File: config.mk
export PLATFORM = sky130hd
export DESIGN_NAME = cal_time_counter
export DESIGN_NICKNAME = d
export VERILOG_FILES = /design/src/rtl/cal_pkg.sv /design/src/rtl/cal_clock_stage.sv /design/src/rtl/cal_date_stage.sv /design/src/rtl/cal_time_counter.sv
export SDC_FILE = /design/constraint.sdc
export NUM_CORES = 1
export LEC_CHECK = 0
export BUFFER_PORTS_ARGS = -buffer_cell sky130_fd_sc_hd__buf_4
export CORE_UTILIZATION = 35
export CTS_CLUSTER_DIAMETER = 30
export DETAILED_ROUTE_END_ITERATION = 10
export GPL_TIMING_DRIVEN = 0
export HOLD_SLACK_MARGIN = 0.05
export PLACE_DENSITY = 0.63
export SLEW_MARGIN = 30
export SYNTH_ARGS = -nofsm -noshare
export SYNTH_HDL_FRONTEND = slang
export SYNTH_SLANG_ARGS = --single-unit
File: constraint.sdc
create_clock -name clk -period 13.1 [get_ports clk]
set_input_delay 2.62 -clock clk [delete_from_list [all_inputs] [get_ports clk]]
set_output_delay 2.62 -clock clk [all_outputs]
set_load 0.03 [all_outputs]
File: src/rtl/cal_pkg.sv
package cal_pkg;

    localparam int BYTE_W     = 8;
    localparam int NUM_FIELDS = 8;
    localparam int BUS_W      = BYTE_W * NUM_FIELDS;

    typedef logic [BYTE_W-1:0] byte_t;

    // Field order, most significant first, matches a flat {cent..sec} bus.
    typedef struct packed {
        byte_t cent;
        byte_t year;
        byte_t month;
        byte_t mday;
        byte_t wday;
        byte_t hour;
        byte_t min;
        byte_t sec;
    } cal_time_t;

    // Increment by one in the selected encoding; bit 8 is the carry out.
    function automatic logic [BYTE_W:0] inc_full(input byte_t v, input logic bcd);
        logic [4:0] lo;
        logic [4:0] hi;
        logic       c0;
        logic       c1;
        if (bcd) begin
            lo = {1'b0, v[3:0]} + 5'd1;
            c0 = (lo >= 5'd10);
            if (c0) lo = lo - 5'd10;
            hi = {1'b0, v[7:4]} + {4'd0, c0};
            c1 = (hi >= 5'd10);
            if (c1) hi = hi - 5'd10;
            return {c1, hi[3:0], lo[3:0]};
        end
        return {1'b0, v} + 9'd1;
    endfunction

    function automatic byte_t inc_val(input byte_t v, input logic bcd);
        logic [BYTE_W:0] r;
        r = inc_full(v, bcd);
        return r[BYTE_W-1:0];
    endfunction

    function automatic logic inc_carry(input byte_t v, input logic bcd);
        logic [BYTE_W:0] r;
        r = inc_full(v, bcd);
        return r[BYTE_W];
    endfunction

    // Encode a binary constant in the selected encoding (values below 100).
    function automatic byte_t enc(input byte_t b, input logic bcd);
        byte_t tens;
        byte_t ones;
        if (!bcd) return b;
        tens = b / 8'd10;
        ones = b - tens * 8'd10;
        return {tens[3:0], ones[3:0]};
    endfunction

    function automatic byte_t dec(input byte_t v, input logic bcd);
        if (!bcd) return v;
        return {4'd0, v[7:4]} * 8'd10 + {4'd0, v[3:0]};
    endfunction

    // Fixed month length table, no leap-year rule.
    function automatic byte_t month_len(input byte_t m, input logic bcd);
        byte_t n;
        if (bcd) begin
            case (m)
                8'h01, 8'h03, 8'h05, 8'h07, 8'h08, 8'h10, 8'h12: n = 8'd31;
                8'h02:                                            n = 8'd28;
                default:                                          n = 8'd30;
            endcase
        end else begin
            case (m)
                8'd1, 8'd3, 8'd5, 8'd7, 8'd8, 8'd10, 8'd12: n = 8'd31;
                8'd2:                                        n = 8'd28;
                default:                                     n = 8'd30;
            endcase
        end
        return enc(n, bcd);
    endfunction

endpackage

File: src/rtl/cal_clock_stage.sv
module cal_clock_stage
    import cal_pkg::*;
(
    input  byte_t sec_i,
    input  byte_t min_i,
    input  byte_t hour_i,
    input  logic  bcd,
    input  logic  h24,
    output byte_t sec_n,
    output byte_t min_n,
    output byte_t hour_n,
    output logic  day_carry
);
    localparam byte_t SIXTY = 8'd60;
    localparam byte_t HALF  = 8'd12;
    localparam byte_t FULL  = 8'd24;
    localparam byte_t PM_BIT = 8'h80;

    byte_t s_inc;
    byte_t m_inc;
    logic  sec_wrap;
    logic  min_wrap;
    byte_t h_raw;
    byte_t h_bin;
    byte_t h_next;
    logic  is_pm;
    logic  day_wrap;
    byte_t h_enc;

    always_comb begin
        s_inc    = inc_val(sec_i, bcd);
        sec_wrap = (s_inc == enc(SIXTY, bcd));
        sec_n    = sec_wrap ? '0 : s_inc;

        m_inc    = inc_val(min_i, bcd);
        min_wrap = sec_wrap && (m_inc == enc(SIXTY, bcd));
        if (!sec_wrap)     min_n = min_i;
        else if (min_wrap) min_n = '0;
        else               min_n = m_inc;

        // Hour is worked in a binary 0..23 count, then re-encoded.
        is_pm    = !h24 && hour_i[7];
        h_raw    = h24 ? hour_i : (hour_i & 8'h7f);
        h_bin    = dec(h_raw, bcd) + (is_pm ? HALF : 8'd0) + 8'd1;
        day_wrap = (h_bin == FULL);
        h_next   = day_wrap ? 8'd0 : h_bin;
        if (h24 || h_next < HALF) h_enc = enc(h_next, bcd);
        else                      h_enc = enc(h_next - HALF, bcd) | PM_BIT;

        hour_n    = min_wrap ? h_enc : hour_i;
        day_carry = min_wrap && day_wrap;
    end
endmodule

File: src/rtl/cal_date_stage.sv
module cal_date_stage
    import cal_pkg::*;
(
    input  byte_t wday_i,
    input  byte_t mday_i,
    input  byte_t month_i,
    input  byte_t year_i,
    input  byte_t cent_i,
    input  logic  bcd,
    input  logic  new_day,
    output byte_t wday_n,
    output byte_t mday_n,
    output byte_t month_n,
    output byte_t year_n,
    output byte_t cent_n
);
    localparam byte_t WEEK      = 8'd7;
    localparam byte_t MONTHS_P1 = 8'd13;
    localparam byte_t CENTURY   = 8'd100;

    logic  last_day;
    byte_t mo_inc;
    logic  mo_wrap;
    byte_t yr_inc;
    logic  yr_wrap;

    always_comb begin
        last_day = (mday_i == month_len(month_i, bcd));
        mo_inc   = inc_val(month_i, bcd);
        mo_wrap  = last_day && (mo_inc == enc(MONTHS_P1, bcd));
        yr_inc   = inc_val(year_i, bcd);
        yr_wrap  = bcd ? inc_carry(year_i, bcd) : (yr_inc == CENTURY);

        wday_n  = wday_i;
        mday_n  = mday_i;
        month_n = month_i;
        year_n  = year_i;
        cent_n  = cent_i;
        if (new_day) begin
            wday_n = inc_val(wday_i, bcd) % WEEK;
            if (!last_day) begin
                mday_n = inc_val(mday_i, bcd);
            end else begin
                mday_n  = 8'd1;
                month_n = mo_wrap ? 8'd1 : mo_inc;
                if (mo_wrap) begin
                    year_n = yr_wrap ? 8'd0 : yr_inc;
                    if (yr_wrap) cent_n = inc_val(cent_i, bcd);
                end
            end
        end
    end
endmodule

File: src/rtl/cal_time_counter.sv
module cal_time_counter
    import cal_pkg::*;
#(
    parameter logic [7:0] RST_CENT  = 8'h20,
    parameter logic [7:0] RST_YEAR  = 8'h08,
    parameter logic [7:0] RST_MONTH = 8'h01,
    parameter logic [7:0] RST_MDAY  = 8'h01,
    parameter logic [7:0] RST_WDAY  = 8'h01
) (
    input  logic       clk,
    input  logic       rst,
    input  logic       tick_1hz,
    input  logic       upd_hold,
    input  logic       bcd_mode,
    input  logic       mode_24h,
    input  logic       load_en,
    input  logic [7:0] ld_sec,
    input  logic [7:0] ld_min,
    input  logic [7:0] ld_hour,
    input  logic [7:0] ld_wday,
    input  logic [7:0] ld_mday,
    input  logic [7:0] ld_month,
    input  logic [7:0] ld_year,
    input  logic [7:0] ld_cent,
    output logic [7:0] sec_o,
    output logic [7:0] min_o,
    output logic [7:0] hour_o,
    output logic [7:0] wday_o,
    output logic [7:0] mday_o,
    output logic [7:0] month_o,
    output logic [7:0] year_o,
    output logic [7:0] cent_o
);
    localparam cal_time_t RST_TIME = '{
        cent: RST_CENT, year: RST_YEAR, month: RST_MONTH, mday: RST_MDAY,
        wday: RST_WDAY, hour: 8'h00, min: 8'h00, sec: 8'h00
    };

    cal_time_t cur_q;
    cal_time_t nxt;
    cal_time_t ld_val;
    logic      new_day;
    logic      advance;

    assign ld_val  = '{cent: ld_cent, year: ld_year, month: ld_month, mday: ld_mday,
                       wday: ld_wday, hour: ld_hour, min: ld_min, sec: ld_sec};
    assign advance = tick_1hz && !upd_hold;

    cal_clock_stage u_clock (
        .sec_i     (cur_q.sec),
        .min_i     (cur_q.min),
        .hour_i    (cur_q.hour),
        .bcd       (bcd_mode),
        .h24       (mode_24h),
        .sec_n     (nxt.sec),
        .min_n     (nxt.min),
        .hour_n    (nxt.hour),
        .day_carry (new_day)
    );

    cal_date_stage u_date (
        .wday_i  (cur_q.wday),
        .mday_i  (cur_q.mday),
        .month_i (cur_q.month),
        .year_i  (cur_q.year),
        .cent_i  (cur_q.cent),
        .bcd     (bcd_mode),
        .new_day (new_day),
        .wday_n  (nxt.wday),
        .mday_n  (nxt.mday),
        .month_n (nxt.month),
        .year_n  (nxt.year),
        .cent_n  (nxt.cent)
    );

    always_ff @(posedge clk) begin
        if (rst)          cur_q <= RST_TIME;
        else if (load_en) cur_q <= ld_val;
        else if (advance) cur_q <= nxt;
    end

    assign sec_o   = cur_q.sec;
    assign min_o   = cur_q.min;
    assign hour_o  = cur_q.hour;
    assign wday_o  = cur_q.wday;
    assign mday_o  = cur_q.mday;
    assign month_o = cur_q.month;
    assign year_o  = cur_q.year;
    assign cent_o  = cur_q.cent;
endmodule

* After elaboration in Yosys (flattened, before gate mapping)
Memory sizes are Yosys's and may differ from the RTL's. A register that Yosys moved wholly into a read port is not among the register bits. Cells that the tools add are included.
Operators by class: add/subtract/negate cells 42, $mul 4, div/mod/pow operators 4, order comparisons 15, eq/ne operators 6, muxes and demuxes 81, reduce and logical (&&, ||, !) cells 23
Operators by type and width (number):
- 2-to-1 mux 8 bit | 43
- 2-to-1 mux 64 bit | 2
- >= comparator 5 x 4 -> 1 bit, second input constant | 14
- 2-to-1 mux 4 bit | 17
- adder 8 x 1 -> 8 bit, second input constant | 7
- subtractor 4 bit, second input constant | 14
- adder 4 x 1 -> 5 bit | 7
- adder 4 x 1 -> 5 bit, second input constant | 7
- divider 8 x 4 -> 8 bit, second input constant | 3
- multiplier 8 x 3 -> 3 bit, second input constant | 3
- 2-to-1 mux 7 bit | 3
- == test 8 x 7 -> 1 bit | 2
- 2-to-1 mux 5 bit | 3
- nonzero test 2 bit | 7
- 2-to-1 mux 1 bit | 12
- subtractor 4 bit | 3
- adder 8 x 1 -> 9 bit, second input constant | 1
- 2-to-1 mux 9 bit | 1
- adder 8 x 4 -> 8 bit | 1
- adder 8 bit | 1
- == test 8 x 5 -> 1 bit | 1
- == test 8 x 5 -> 1 bit, second input constant | 1
- == test 8 x 7 -> 1 bit, second input constant | 1
- == test 8 bit | 1
- 13 further kinds | 20
Storage, ports and cells: register bits after elaboration 64, memory bits (read-only) 96, bits of input ports 71, output and inout bits 64, word-level logic and storage cells 185, memories kept 2
Memories:
- (no name shown) | depth 32, width 2, read ports 1, clocked after Yosys merged registers in 1, write ports 0, line cal_pkg.sv:70 | case (m)
- (no name shown) | depth 16, width 2, read ports 1, clocked after Yosys merged registers in 1, write ports 0, line cal_pkg.sv:76 | case (m)

* Longest topological paths before layout
depth after elaboration 22, depth in mapped cells 47, gate-level depth less buffers 40

* Cells and area by module
Synthesis repeated with hierarchy kept, for this count alone.
Second synthesis, totals: cells, all modules 1477, area total of the unflattened synthesis 11322.1 um^2
Modules (own cells, without submodules):
- cal_time_counter | instances 1, cells an instance 364, area an instance 3907.5 um^2, seq. area each 1281.2 um^2
- cal_date_stage | instances 1, cells an instance 583, area an instance 3743.6 um^2, seq. area each 0.0 um^2
- cal_clock_stage | instances 1, cells an instance 530, area an instance 3671.0 um^2, seq. area each 0.0 um^2

* Least setup slack after synthesis
No wires, ideal clock.
kind input port to flip-flop, start point input bcd_mode, end point register cur_q, in the netlist hour_o[3], setup time 131 ps, arrival time 12044 ps, data required time 12969 ps, slack 924 ps, cell stages on the path 44, buffers on the path 8, path through buf_2 buf_2 clkbuf_1 clkbuf_1 clkbuf_1 clkbuf_1 clkbuf_1 mux2_2 ha_1 a21o_1 a21oi_1 o31a_2 a22o_2 nand3_1 o21ai_2 inv_1 ha_1 clkbuf_1 [8 not listed] o21ai_2 xnor2_1 ha_1 nand2_1 a211o_1 nand2_1 inv_1 ha_1 nor3b_1 nand2b_1 nand3_1 a22o_1 ha_1 fa_1 xnor3_1 nand2b_1 a221oi_1 a211oi_2
Between the ends: word-level cells in the longest chain between the ends 14, elaborated cells between the ends (all ways) 34, those cells by class 5 x add/sub; 2 x mul; 2 x div; 1 x order compare; 3 x eq/ne; 17 x mux; 4 x reduce/logical
RTL lines:
- start: declaration | line cal_time_counter.sv:14 | input logic bcd_mode,
- 2-to-1 mux 8 bit | line cal_pkg.sv:63 | return {4'd0, v[7:4]} * 8'd10 + {4'd0, v[3:0]};
- adder 8 bit | line cal_clock_stage.sv:44 | h_bin = dec(h_raw, bcd) + (is_pm ? HALF : 8'd0) + 8'd1;
- adder 8 x 1 -> 8 bit | line cal_clock_stage.sv:44
- == test 8 x 5 -> 1 bit | line cal_clock_stage.sv:45 | day_wrap = (h_bin == FULL);
- 2-to-1 mux 8 bit | line cal_clock_stage.sv:46 | h_next = day_wrap ? 8'd0 : h_bin;
- subtractor 8 x 4 -> 8 bit | line cal_clock_stage.sv:48 | else h_enc = enc(h_next - HALF, bcd) | PM_BIT;
- divider 8 x 4 -> 8 bit | line cal_pkg.sv:56 | tens = b / 8'd10;
- multiplier 8 x 3 -> 3 bit | line cal_pkg.sv:57 | ones = b - tens * 8'd10;
- subtractor 4 bit | line cal_pkg.sv:57
- 2-to-1 mux 7 bit | line cal_pkg.sv:56
- 2-to-1 mux 8 bit | line cal_clock_stage.sv:47 | if (h24 || h_next < HALF) h_enc = enc(h_next, bcd);
- 2-to-1 mux 8 bit | line cal_clock_stage.sv:50 | hour_n = min_wrap ? h_enc : hour_i;
- 2-to-1 mux 64 bit | line cal_time_counter.sv:79 | else if (advance) cur_q <= nxt;
- 2-to-1 mux 64 bit | line cal_time_counter.sv:78 | else if (load_en) cur_q <= ld_val;
- end signal: assignment | line cal_time_counter.sv:78
- end signal: assignment | line cal_time_counter.sv:79
- end: declaration | line cal_time_counter.sv:39 | cal_time_t cur_q;
Several ways; a longest one is shown, not always the timed one. The select of a mux whose other input is x is not followed. A chain may end at the register's enable or synchronous reset.

* Final worst setup path
Ends and elaborated chain as after synthesis.

==> results by group <==
Logic synthesis
  • Post-synthesis mux area share: 0.03634
  • Largest family of logic cells by synthesized area: compound AO/OA/AOI/OAI gates
  • FF+latch count, synth: 68
  • Synth Area in Compound Gates: 0.3298
  • XOR/XNOR Fraction of Synth Area: 0.06965
  • Post-Synth Simple-Gate Area: 0.2690
  • EDFF count, synth: 0
  • Syn_nets: 1,461
  • Post-synthesis adder-cell area fraction: 0.1019
  • Mapped Area: 9503 µm²
  • Top FF cell, synth: dfxtp_1
  • Syn Area/Cell: 7.227 µm²
  • Post-Synthesis Cells: 1,315
  • Netlist cell types: 109
  • Sequential area share after synthesis: 0.1433
  • Post-synth ARST share: 0
  • Yosys warns: 0

Setup path
  • Worst R2R Setup Slack: 2.89 ns
  • Startpoint types: primary input
  • CP max stage cell: or3_1
  • Largest fanout on the critical path: 37
  • Top cell by count, worst path: ha_1
  • Critical path class: primary input to flop
  • Worst Path Required: 13.33 ns
  • Arrival time worst endpoint: 12.49 ns
  • Crit end category: flop
  • Crit-path max cell delay: 0.44 ns

Die
  • Core area: 26,350 µm²
  • Die boundary height: 166.8 µm
  • I/O pin cnt: 135
  • Die Wd: 166.8 µm
  • DIE AREA: 27,810 µm²
  • Row count: 59
  • Initial core utilization: 0.3606

Pwr
  • Clk pwr share: 0.120
  • Comb pwr share: 0.750
  • Net Sw Power: 1.017 mW
  • PwrDens: 175.9 nW/µm²
  • Internal power: 0.9578 mW
  • Leakage Power: 4.447 nW
  • Maximum VDD drop: 134.8 µV
  • Register share of total power: 0.130
  • Sw Share: 0.5149

GRT
  • Largest net degree at the start of global routing: 20
  • Initial antenna violation count: 0
  • Global-route wire length before repair: 52.63 mm
  • Vias in the first global route: 9,793
  • Tot GR Track Use: 0.2352
  • GRT overflow: 0

Clocking
  • Htree depth: 3
  • Post-CTS Hold Fix Bufs: 0
  • Clock tree buffer depth: 2
  • CTS Root Cell: clkbuf_16
  • Clk pin slew, worst setup/hold paths: 0.06 ns
  • CTS tree: done
  • Clock Latency Late Sink: 0.36 ns
  • Clock sinks: 68
  • CTS buffer count: 9

Final layout
  • Most common cell after layout, fill and taps aside: nor2_1
  • Post-layout nets: 1,602
  • Share of post-route cells with drive strength above 1: 0.1636
  • Layout area overhead: 18.10%
  • Finished Layout Cells: 1,796
  • Ant. Diodes: 0
  • Commonest non-fill, non-tap cells in the layout: nor2_1, buf_4, nand2_1

Detailed routing
  • First-iteration detailed-routing DRC count: 1,036
  • Routed WL per cell: 18.36 µm
  • Via count: 10,690
  • Number of routed nets with antenna violations: 0
  • Pre-Repair DR Iteration Count: 6
  • # DRC: 0
  • Final wirelength: 32.98 mm
  • Vias/cell: 5.954

Timing
  • Fin. max-slew vios: 0
  • Worst Clk Skew: 0.009980 ns
  • Post-layout min period: 12.26 ns
  • RSZ-0062 raised after global routing: false
  • Final worst slack: 0.8445 ns
  • Worst rel slew slack: 0.4093
  • Final hold vios: 0
  • Tightest Pin Transition: 0.8793 ns
  • # setup viols final: 0
  • Period utilisation layout: 0.9355
  • Peak Freq: 81.60 MHz

Flow run
  • Max Cap Viol: 0

Placed design
  • RD Place Congestion: 0.9403
  • Post-DP HPWL: 25.78 mm
  • Post-place setup slack: -1.731 ns
  • Placed cells: 1,784
  • Port bufs: 134

Min path
  • Hold/Removal Path Class: flop to flop

Run status
  • Status: finished, final reports clean
[cells by family after synthesis]
| logic type | Yosys count |
|---|---|
| mux | 32 |
| compound gates | 432 |
| flops | 68 |
| xor+xnor | 74 |
| buf+inv | 124 |
| fa+ha+maj | 75 |
| simple gates | 510 |
[area by class of cell]
type,instances,area (µm²)
clock inverters,6,40.04
flip-flops and latches,68,1361
repair buffers,134,1006
multi-input cells,1123,7685
plain buffers,73,296.5
clock buffers,10,239.0
fillers,2751,15130
well taps,335,419.2
inverters,47,176.4
[critical path: cells and delay by family]
kind                       cells  cell delay, ns
and+or+nand+nor               10            1.95
buffers and inverters          9            2.17
AOI/OAI and AO/OA             13            2.70
xor gates and xnor gates       3            0.91
muxes                          1            0.38
adders and majority gates      6            1.71
[Yosys cell counts, drive strengths merged (24+ instances only)]
| cell | number | area share |
|---|---|---|
| mux2i | 24 | 0.025 |
| a211oi | 47 | 0.040 |
| nor3 | 42 | 0.023 |
| a21oi | 94 | 0.050 |
| ha | 71 | 0.093 |
| and3 | 25 | 0.016 |
| dfxtp | 68 | 0.14 |
| inv | 47 | 0.019 |
| nand2 | 120 | 0.048 |
| nand3 | 45 | 0.024 |
| nand2b | 24 | 0.016 |
| clkbuf | 66 | 0.026 |
| xnor2 | 51 | 0.047 |
| nor2 | 148 | 0.062 |
| o21ai | 85 | 0.046 |
[routing by layer]
layer	global-route usage	wire length, µm	up-vias
li1	-	-	5187
met1	0.3210	15010	5018
met2	0.3687	14560	417
met3	0.03802	2307	72
met4	0.09179	1108	0
met5	0	0	-
[power groups by stage]
stage	sequential, mW	combinational [mW]	clock [mW]
3_5_place_dp	0.261	1.45	0
6_report	0.257	1.48	0.236
2_1_floorplan	0.282	1.10	0
3_3_place_gp	0.261	1.43	0
5_1_grt	0.260	1.64	0.247
4_1_cts	0.257	1.46	0.239
[state kept, by name (all words and copies together), names as in the netlist, named ones only]
signal,count
mday_o,8
year_o,8
hour_o,8
min_o,8
month_o,8
sec_o,8
cent_o,8
wday_o,8
[final timing paths]
path                           from                endpoint  cells after the start
max                        bcd_mode  hour_o[3]$_SDFFE_PP0P_                     42
min          hour_o[1]$_SDFFE_PP0P_  hour_o[1]$_SDFFE_PP0P_                      2
max reg2reg  hour_o[7]$_SDFFE_PP0P_  hour_o[3]$_SDFFE_PP0P_                     40
min reg2reg  hour_o[1]$_SDFFE_PP0P_  hour_o[1]$_SDFFE_PP0P_                      2
[stage by stage]
| step | TNS (ns) | hold slack [ns] | utilization | power [mW] | cell area [µm²] |
|---|---|---|---|---|---|
| after global routing | 0 | 0.6022 | 0.4259 | 2.152 | 11220 |
| after floorplan | 0 | 0.6405 | - | 1.387 | 9503 |
| after global placement | -5.106 | 0.5594 | 0.4147 | 1.690 | 10930 |
| after detailed placement | -5.295 | 0.5690 | 0.4147 | 1.711 | 10930 |
| after CTS | 0 | 0.5792 | 0.4253 | 1.955 | 11210 |
| final | 0 | 0.5747 | 0.4259 | 1.974 | 11220 |
[timing repair]
action / CTS / global route
setup buffers: 0 / 0
gates resized for setup: 6 / 4
setup endpoints to repair: 4 / 3
cloned: 0 / 0
Power figures use the tool's default switching activity.
